$ cat src/rtl/sbc_spi_pkg.sv
package sbc_spi_pkg;
  localparam int FRAME_W  = 16;
  localparam int ADDR_W   = 3;
  localparam int DATA_W   = 12;
  localparam int HDR_BITS = ADDR_W + 1;
  localparam int STAT_W   = 5;
  localparam int EVT_W    = 8;
  localparam int EVT_LSB  = DATA_W - EVT_W;
  localparam int CNT_W    = $clog2(FRAME_W + 2);
  localparam int SYNC_STG = 2;

  typedef enum logic [ADDR_W-1:0] {
    A_WDOG  = 3'd0,
    A_MODE  = 3'd1,
    A_ICTL  = 3'd2,
    A_ISTAT = 3'd3
  } reg_addr_e;

  typedef struct packed {
    logic       wd_mode;
    logic [2:0] wd_period;
    logic [1:0] op_mode;
    logic       hold_flag;
    logic [3:0] irq_en;
    logic [1:0] wake_a;
    logic [1:0] wake_b;
  } ctrl_t;

  localparam ctrl_t CTRL_RST = '{wd_mode: 1'b0, wd_period: 3'b100, op_mode: 2'b00,
                                 hold_flag: 1'b1, irq_en: 4'h0, wake_a: 2'b00,
                                 wake_b: 2'b00};
endpackage

$ cat src/rtl/sbc_spi_sync.sv
module sbc_spi_sync #(
  parameter int           W       = 3,
  parameter int           STAGES  = 2,
  parameter logic [W-1:0] RST_VAL = '0
) (
  input  logic         clk_i,
  input  logic         rst_ni,
  input  logic [W-1:0] d_i,
  output logic [W-1:0] q_o
);
  logic [W-1:0] stg [STAGES];

  for (genvar g = 0; g < STAGES; g++) begin : g_stg
    if (g == 0) begin : g_first
      always_ff @(posedge clk_i or negedge rst_ni)
        if (!rst_ni) stg[g] <= RST_VAL;
        else         stg[g] <= d_i;
    end else begin : g_next
      always_ff @(posedge clk_i or negedge rst_ni)
        if (!rst_ni) stg[g] <= RST_VAL;
        else         stg[g] <= stg[g-1];
    end
  end

  assign q_o = stg[STAGES-1];
endmodule

$ cat src/rtl/sbc_spi_frame.sv
module sbc_spi_frame
  import sbc_spi_pkg::*;
(
  input  logic              clk_i,
  input  logic              rst_ni,
  input  logic              csn_s_i,
  input  logic              sck_s_i,
  input  logic              sdi_s_i,
  input  logic [DATA_W-1:0] rd_data_i,
  output logic [ADDR_W-1:0] rd_addr_o,
  output logic              sdo_o,
  output logic              sdo_oe_o,
  output logic              wr_en_o,
  output logic [ADDR_W-1:0] wr_addr_o,
  output logic [DATA_W-1:0] wr_data_o
);
  logic               csn_d, sck_d, sdo_q;
  logic [FRAME_W-1:0] shift_q;
  logic [DATA_W-1:0]  tx_q;
  logic [CNT_W-1:0]   cnt_q;
  logic               cs_fall, cs_rise, sck_rise, sck_fall, hdr_done;

  assign cs_fall  = csn_d & ~csn_s_i;
  assign cs_rise  = ~csn_d & csn_s_i;
  assign sck_rise = ~csn_s_i & sck_s_i & ~sck_d;
  assign sck_fall = ~csn_s_i & ~sck_s_i & sck_d;
  assign hdr_done = sck_rise && (cnt_q == CNT_W'(HDR_BITS - 1));

  // header so far: address bits already sit in the low end of the shifter
  assign rd_addr_o = shift_q[ADDR_W-1:0];

  always_ff @(posedge clk_i or negedge rst_ni) begin
    if (!rst_ni) begin
      csn_d   <= 1'b1;
      sck_d   <= 1'b0;
      shift_q <= '0;
      tx_q    <= '0;
      cnt_q   <= '0;
      sdo_q   <= 1'b0;
    end else begin
      csn_d <= csn_s_i;
      sck_d <= sck_s_i;
      if (cs_fall) begin
        cnt_q   <= '0;
        shift_q <= '0;
        tx_q    <= '0;
        sdo_q   <= 1'b0;
      end else if (sck_rise) begin
        shift_q <= {shift_q[FRAME_W-2:0], sdi_s_i};
        if (cnt_q != CNT_W'(FRAME_W + 1)) cnt_q <= cnt_q + 1'b1;
        if (hdr_done) tx_q <= rd_data_i;
      end else if (sck_fall) begin
        if (cnt_q >= CNT_W'(HDR_BITS)) begin
          sdo_q <= tx_q[DATA_W-1];
          tx_q  <= {tx_q[DATA_W-2:0], 1'b0};
        end else begin
          sdo_q <= 1'b0;
        end
      end
    end
  end

  assign sdo_o     = sdo_q;
  assign sdo_oe_o  = ~csn_s_i;
  assign wr_en_o   = cs_rise && (cnt_q == CNT_W'(FRAME_W)) && !shift_q[DATA_W];
  assign wr_addr_o = shift_q[FRAME_W-1 -: ADDR_W];
  assign wr_data_o = shift_q[DATA_W-1:0];
endmodule

$ cat src/rtl/sbc_spi_regbank.sv
module sbc_spi_regbank
  import sbc_spi_pkg::*;
(
  input  logic              clk_i,
  input  logic              rst_ni,
  input  logic              wr_en_i,
  input  logic [ADDR_W-1:0] wr_addr_i,
  input  logic [DATA_W-1:0] wr_data_i,
  input  logic [ADDR_W-1:0] rd_addr_i,
  input  logic [STAT_W-1:0] stat_i,
  input  logic [EVT_W-1:0]  evt_i,
  output logic [DATA_W-1:0] rd_data_o,
  output ctrl_t             ctrl_o,
  output logic [EVT_W-1:0]  ist_o
);
  ctrl_t            ctrl_q;
  logic [EVT_W-1:0] ist_q, clr;

  assign clr = (wr_en_i && wr_addr_i == A_ISTAT) ? wr_data_i[DATA_W-1:EVT_LSB] : '0;

  always_ff @(posedge clk_i or negedge rst_ni) begin
    if (!rst_ni) begin
      ctrl_q <= CTRL_RST;
      ist_q  <= '0;
    end else begin
      ist_q <= (ist_q & ~clr) | evt_i;  // a new event beats a clear
      if (wr_en_i) begin
        case (wr_addr_i)
          A_WDOG: begin
            ctrl_q.wd_mode   <= wr_data_i[11];
            ctrl_q.wd_period <= wr_data_i[10:8];
          end
          A_MODE: begin
            ctrl_q.op_mode   <= wr_data_i[11:10];
            ctrl_q.hold_flag <= wr_data_i[9];
          end
          A_ICTL: begin
            ctrl_q.irq_en <= wr_data_i[11:8];
            ctrl_q.wake_a <= wr_data_i[7:6];
            ctrl_q.wake_b <= wr_data_i[5:4];
          end
          default: ;
        endcase
      end
    end
  end

  always_comb begin
    case (rd_addr_i)
      A_WDOG:  rd_data_o = {ctrl_q.wd_mode, ctrl_q.wd_period, stat_i, 3'b000};
      A_MODE:  rd_data_o = {ctrl_q.op_mode, ctrl_q.hold_flag, 9'd0};
      A_ICTL:  rd_data_o = {ctrl_q.irq_en, ctrl_q.wake_a, ctrl_q.wake_b, 4'h0};
      A_ISTAT: rd_data_o = {ist_q, {EVT_LSB{1'b0}}};
      default: rd_data_o = '0;
    endcase
  end

  assign ctrl_o = ctrl_q;
  assign ist_o  = ist_q;
endmodule

$ cat src/rtl/sbc_spi_regif.sv
module sbc_spi_regif
  import sbc_spi_pkg::*;
(
  input  logic              clk_i,
  input  logic              rst_ni,
  input  logic              sck_i,
  input  logic              csn_i,
  input  logic              sdi_i,
  input  logic [STAT_W-1:0] stat_i,
  input  logic [EVT_W-1:0]  evt_i,
  output logic              sdo_o,
  output logic              sdo_oe_o,
  output logic              wd_mode_o,
  output logic [2:0]        wd_period_o,
  output logic [1:0]        op_mode_o,
  output logic              hold_flag_o,
  output logic [3:0]        irq_en_o,
  output logic [1:0]        wake_a_cfg_o,
  output logic [1:0]        wake_b_cfg_o
);
  logic              csn_s, sck_s, sdi_s, wr_en;
  logic [ADDR_W-1:0] wr_addr, rd_addr;
  logic [DATA_W-1:0] wr_data, rd_data;
  logic [EVT_W-1:0]  int_stat;
  ctrl_t             ctrl;

  sbc_spi_sync #(.W(3), .STAGES(SYNC_STG), .RST_VAL(3'b100)) u_sync (
    .clk_i, .rst_ni,
    .d_i({csn_i, sck_i, sdi_i}),
    .q_o({csn_s, sck_s, sdi_s})
  );

  sbc_spi_frame u_frame (
    .clk_i, .rst_ni,
    .csn_s_i(csn_s), .sck_s_i(sck_s), .sdi_s_i(sdi_s),
    .rd_data_i(rd_data), .rd_addr_o(rd_addr),
    .sdo_o, .sdo_oe_o,
    .wr_en_o(wr_en), .wr_addr_o(wr_addr), .wr_data_o(wr_data)
  );

  sbc_spi_regbank u_regs (
    .clk_i, .rst_ni,
    .wr_en_i(wr_en), .wr_addr_i(wr_addr), .wr_data_i(wr_data),
    .rd_addr_i(rd_addr), .stat_i, .evt_i,
    .rd_data_o(rd_data), .ctrl_o(ctrl), .ist_o(int_stat)
  );

  assign wd_mode_o    = ctrl.wd_mode;
  assign wd_period_o  = ctrl.wd_period;
  assign op_mode_o    = ctrl.op_mode;
  assign hold_flag_o  = ctrl.hold_flag;
  assign irq_en_o     = ctrl.irq_en;
  assign wake_a_cfg_o = ctrl.wake_a;
  assign wake_b_cfg_o = ctrl.wake_b;
endmodule

$ cat config.mk
export PLATFORM = sky130hd
export DESIGN_NAME = sbc_spi_regif
export DESIGN_NICKNAME = d
export VERILOG_FILES = /design/src/rtl/sbc_spi_pkg.sv /design/src/rtl/sbc_spi_sync.sv /design/src/rtl/sbc_spi_frame.sv /design/src/rtl/sbc_spi_regbank.sv /design/src/rtl/sbc_spi_regif.sv
export SDC_FILE = /design/constraint.sdc
export NUM_CORES = 1
export LEC_CHECK = 0
export ABC_AREA = 1
export BUFFER_PORTS_ARGS = -buffer_cell sky130_fd_sc_hd__buf_2
export CAP_MARGIN = 20
export CORE_MARGIN = 3
export CORE_UTILIZATION = 35
export DETAILED_ROUTE_END_ITERATION = 6
export PLACE_DENSITY = 0.56
export SETUP_SLACK_MARGIN = 0.15
export SYNTH_ARGS = -nofsm -noshare
export SYNTH_HDL_FRONTEND = slang
export SYNTH_SLANG_ARGS = --single-unit
$ cat constraint.sdc
create_clock -name clk_i -period 1.4 [get_ports clk_i]
set_input_delay 0.14 -clock clk_i [delete_from_list [all_inputs] [get_ports clk_i]]
set_output_delay 0.14 -clock clk_i [all_outputs]
set_load 0.03 [all_outputs]
Yosys cells after proc, flatten, opt, wreduce, memory -nomap -nowiden
Cells that the tools add are included.

storage, ports and cells
  register bits after elaboration = 65
  output and inout port bits = 17
  input port bits = 18
  word-level logic and storage cells = 76

cells by class
  mux-type cells = 16
  add/sub/neg operators = 1
  reductions and logical operators = 18
  bitwise gates (word level) = 13
  equality and inequality tests = 11
  magnitude comparators = 1

operators by type and width
  operator                                                           number
  2-to-1 mux 12 bit                                                  5
  case mux 12 bit (4 select lines)                                   1
  2-to-1 mux 16 bit                                                  2
  2-to-1 mux 5 bit                                                   3
  equality test 3 x 2 -> 1 bit, second input constant                4
  AND reduction 2 bit                                                5
  AND 8 bit                                                          1
  2-to-1 mux 8 bit                                                   1
  inverter 8 bit                                                     1
  bitwise OR 8 bit                                                   1
  AND 1 bit                                                          6
  equality test 3 x 1 -> 1 bit, second input constant                2
  zero test 3 bit                                                    2
  nonzero test 2 bit                                                 3
  nonzero test 3 bit                                                 2
  adder 5 x 1 -> 5 bit, second input constant                        1
  equality test 5 x 2 -> 1 bit, second input constant                1
  equality test 5 bit, second input constant                         1
  greater-or-equal comparator 5 x 3 -> 1 bit, second input constant  1
  inequality test 5 bit, second input constant                       1
  logical AND 1 bit                                                  4
  2-to-1 mux 1 bit                                                   4
  inverter 1 bit                                                     4
  inequality test 3 x 2 -> 1 bit, second input constant              1
  3 further kinds                                                    3

Logic depth before layout (Yosys ltp)
  depth after elaboration = 9
  mapped depth = 9
  mapped depth without buffers = 9

Hierarchy
Synthesis repeated with hierarchy kept, for this count alone.

unflattened totals
  cells, all modules = 413
  area total of the unflattened synthesis = 3418.3 sq um

by module, submodules not included
  module           sequential area each (sq um)  instances  cells each  area each (sq um)
  sbc_spi_frame    902.1                         1          227         1920.6
  sbc_spi_regbank  578.1                         1          177         1322.5
  sbc_spi_sync     152.6                         1          9           175.2

Worst setup path after synthesis
Ideal clock, no wire load.

  kind = register to register
  start = register u_frame.cnt_q[0]
  end = register u_regs.ctrl_q (netlist bit u_regs.ctrl_o[2])
  clock period less this slack = 1.414 ns
  arrival time = 1.295 ns
  setup slack = -0.014 ns
  stages on the path, launching flop included = 9
  path buffers = 1
  setup time = 0.119 ns
  data required time = 1.281 ns
  cell sequence = dfrtp_1 inv_1 ha_1 nand3_1 nor2_4 nand4_4 buf_6 nand2_1 o21ai_2

between the ends
  cells in the longest elaborated chain, start to end = 4

ends and longest elaborated chain
  what                            RTL line               RTL
  start: declaration              sbc_spi_frame.sv:20    logic [CNT_W-1:0] cnt_q;
  start signal: assignment        sbc_spi_frame.sv:50    if (cnt_q != CNT_W'(FRAME_W + 1)) cnt_q <= cnt_q + 1'b1;
  equality test 5 bit             sbc_spi_frame.sv:65    assign wr_en_o = cs_rise && (cnt_q == CNT_W'(FRAME_W)) && !shift_q[DATA_W];
  logical AND 1 bit (2 in a row)  sbc_spi_frame.sv:65
  AND reduction 2 bit (no line)   --
  end: declaration                sbc_spi_regbank.sv:16  ctrl_t ctrl_q;

Every way passes these cells.
A chain may end at the register's enable or synchronous reset.

Worst setup path after layout
  start = register u_sync.stg (netlist bit u_sync.q_o[2])
  end = register u_frame.cnt_q[0]

between the ends
  cells in the longest elaborated chain, start to end = 5
  elaborated cells between the ends (all ways) = 8
  those cells by class = 1 x mux; 4 x bitwise; 3 x reduce/logical

ends and longest elaborated chain
  what                              RTL line                                  RTL
  start: declaration                sbc_spi_sync.sv:11                        logic [W-1:0] stg [STAGES];
  start signal: indexed assignment  sbc_spi_sync.sv:21                        else stg[g] <= stg[g-1];
  inverter 1 bit *                  sbc_spi_frame.sv:23, sbc_spi_frame.sv:25
  AND 1 bit (2 in a row)            sbc_spi_frame.sv:25                       assign sck_rise = ~csn_s_i & sck_s_i & ~sck_d;
  nonzero test 2 bit (no line)      --
  AND reduction 2 bit (no line)     --

Mark *: on every way between the ends. The rest lies on a longest branch, timed or not.

==> impl_metrics.toml <==
[clocking]
clk_transition_reported_paths_ps = 70
clock_latency_ps = 340
cts_htree_levels = 3
numClockSinks = 62
cts_root_buf = "clkbuf_8"
cts_made_buffers = 9
clk_path_buf_depth = 2
cts_tree = "done"

[worst_setup_path]
worstPathRequired_ps = 1630
end_kind = "register"
arrival_ps = 1650
startpoint = "u_sync.q_o[2]"
crit_type = "reg -> reg"
worstPathMaxFanout = 5
r2r-start = "u_sync.q_o[2]"
critPathLaunchType = "register"

[placed_design]
place_hpwl_mm = 4.786
io_buffers = 34
gp_congestion = 0.7958
place_area_um2 = 3373

[detailed_routing]
drt_iter0_markers = 127
drc = 0
wl_per_cell_um = 14.26
routed_wl_mm = 7.358
post_drt_via_cell_ratio = 4.965
highest_layer = "met4"
antenna_left = 0
wl_met1_mm = 3.361
via_count = 2562
wl_met2_mm = 3.618
firstDrtPassIters = 5
wl_met3_um = 293

[yosys]
synthSimpleGateAreaFrac = 0.2728
synth_area_um2 = 2889
synthCells = 323
synth_common_cells = "57 x dfrtp_1, 49 x nand2_1, 40 x nand3_1, 40 x nor2_1, 34 x inv_1"
yosysTopAreaCellShare = 0.4937
synth_seq_cells = 62
yosysMostFrequentCell = "dfrtp_1"
synth-seq-area-share = 0.5392
synth_compound_area_frac = 0.1018
synth_top_family_by_area = "simple AND/OR/NAND/NOR gates"
synthMuxAreaShare = 0
synthTopCellsByArea = "dfrtp_1 49%, nand3_1 6.9%, nand2_1 6.4%"
yosys.area_share.adder = 0.01299
synth_nets = 344
synth_edf_count = 0
avgSynthCellArea_um2 = 8.944
synth_xor_area_frac = 0
synthArstFlopShare = 1.000
ys.flop_type = "dfrtp_1"
synth_largest_area_cell = "dfrtp_1"
yosysWarningCount = 0
ys_types = 27

[sta]
timing.final.hold_violations = 0
worstMarginPinSlew_ps = 364.3
setup_viol = 11
max_slew_margin = 0.7563
fmax_mhz = 705.6
finalCritPeriodShare = 1.012
timing.final.ws_setup_ps = -17.17
grt_setup_unrepaired = "true"
skew_ps = 6.644
post-route-min-period_ps = 1417
tns_ps = -61.27
drv_slew = 0

[job]
drv_cap = 0

[cells_and_area]
stdcell_area_um2 = 4125
layout-drive-gt1-share = 0.4300
nets = 430
diodes = 0
fill_cells = 711
syn_to_final_growth_pct = 42.79

[power_and_ir_drop]
switching_share = 0.2717
clockPowerShare = 0.364
p_leak_nw = 1.861
p_total_mw = 4.296
p_int_mw = 3.129
vdd_drop_max_uv = 631.9
power_density_nw_per_um2 = 1042
pwr-share-seq = 0.458
p_switching_mw = 1.167
pwr-share-comb = 0.179

[global_routing]
overflow = 0
grt_max_degree = 54
grt_first_pass_wirelength_mm = 11.87
grt_usage = 0.1572
grt_antenna_before_repair = 0
grt_pass1_vias = 2499

[status]
violations = "setup timing"
status = "finished, violations left"

[floorplanning]
core_um2 = 7888
start_util = 0.3663
rows = 32
io_pins = 35
dieWidth_um = 96.86
die_h_um = 96.86
dieArea_um2 = 9381

[min_path]
hold_class = "in -> reg"
min_from = "stat_i[0]"
[through the flow]
| step | setup WS, ps | hold slack [ps] | cells | util |
|---|---|---|---|---|
| finish | -17.17 | 69.73 | 516 | 0.5230 |
| global route | -99.38 | 59.05 | 516 | 0.5230 |
| CTS | 7.377 | 58.83 | 515 | 0.4935 |
| detailed placement | -77.19 | 29.00 | 475 | 0.4277 |
| global placement | -53.68 | 27.54 | 475 | 0.4277 |
| floorplan | 33.94 | -155.6 | 323 | - |
[worst max-delay path, cell delays in order (launching register included)]
cell and delay, ps:
dfstp_2 600, inv_6 70, nand2_4 80, nand4_1 180, buf_4 210, a21oi_2 120, a21oi_2 40
[cells in the final DEF (no fill, tap or decap), types with 2 or more instances in the layout]
| cell type | Yosys | final |
|---|---|---|
| nand3_2 | 1 | 3 |
| buf_12 | 0 | 3 |
| buf_4 | 1 | 31 |
| a21oi_2 | 0 | 2 |
| nor2_4 | 3 | 7 |
| o22ai_2 | 0 | 7 |
| dlygate4sd3_1 | 0 | 12 |
| o22ai_1 | 16 | 9 |
| buf_2 | 7 | 31 |
| o21ai_0 | 21 | 6 |
| nand4_1 | 19 | 19 |
| nand3_1 | 40 | 35 |
| nand2_4 | 2 | 9 |
| clkbuf_8 | 0 | 10 |
| clkinvlp_4 | 0 | 2 |
| nand2_1 | 49 | 32 |
| dfstp_2 | 5 | 5 |
| dfrtp_1 | 57 | 56 |
| inv_2 | 2 | 4 |
| o21ai_1 | 0 | 5 |
| nor2_1 | 40 | 30 |
| nor2_2 | 0 | 6 |
| ha_4 | 0 | 3 |
| buf_6 | 2 | 7 |
| o21ai_2 | 8 | 18 |
| nand3_4 | 1 | 4 |
| inv_1 | 34 | 30 |
| nand2_2 | 3 | 15 |
[worst paths after layout]
path | slack [ps] | end | cells after the start
min reg2reg | 350 | u_sync.q_o[0] | 0
min | 70 | u_frame.tx_q[3] | 3
max | -20 | u_frame.cnt_q[0] | 6
min in group asynchronous | 200 | u_frame.tx_q[6] | 2
max in group asynchronous | 590 | u_frame.csn_d | 3
max reg2reg | -20 | u_frame.cnt_q[0] | 6
[cell families after synthesis]
| family | count (synthesis) |
|---|---|
| buffers and inverters | 49 |
| adder cells (fa/ha/maj) | 3 |
| AO/OA/AOI/OAI | 48 |
| flip-flops | 62 |
| AND/OR/NAND/NOR | 161 |
[cell type report]
type                       instances  area [µm²]  area share
sequential                        62        1559      0.3779
multi-input combinational        214        1434      0.3476
timing repair buffer              84       646.9      0.1568
inverter                          38       157.7     0.03822
clock buffer                      11       141.4     0.03427
tap                              102       127.6     0.03094
clock inverter                     5       58.81     0.01426
[what timing repair did]
action | 4_1_cts | 5_1_grt
pin swaps | 13 | 10
endpoints found under the hold margin | 31 | 0
gates cloned | 2 | 0
gates resized for setup | 36 | 66
setup endpoints to repair | 56 | 56
hold buffers | 12 | 0
setup buffers | 10 | 1
[layer usage]
| layer | GRT usage | vias to the layer above |
|---|---|---|
| met5 | 0 | - |
| met4 | 0.04536 | 0 |
| met3 | 0.05335 | 8 |
| met2 | 0.2516 | 42 |
| met1 | 0.2026 | 1245 |
| li1 | - | 1267 |
[state kept, by name, indices dropped and copies added (netlist names)]
signal and flops:
u_regs.ctrl_o 15, u_frame.csn_d 1, u_regs.ist_o 8, u_sync.stg 3, u_sync.q_o 3, u_frame.sck_d 1
u_frame.sdo_o 1, u_frame.tx_q 9, u_frame.shift_q 16, u_frame.cnt_q 5
[power groups by stage]
stage / clock network [mW] / logic, mW / registers, mW
floorplan: 0 / 0.296 / 1.98
global placement: 0 / 0.542 / 1.97
detailed placement: 0 / 0.549 / 1.97
CTS: 1.62 / 0.659 / 1.95
global route: 1.70 / 0.840 / 1.98
finish: 1.56 / 0.768 / 1.97
No activity file was read; power rests on OpenSTA's default activity.
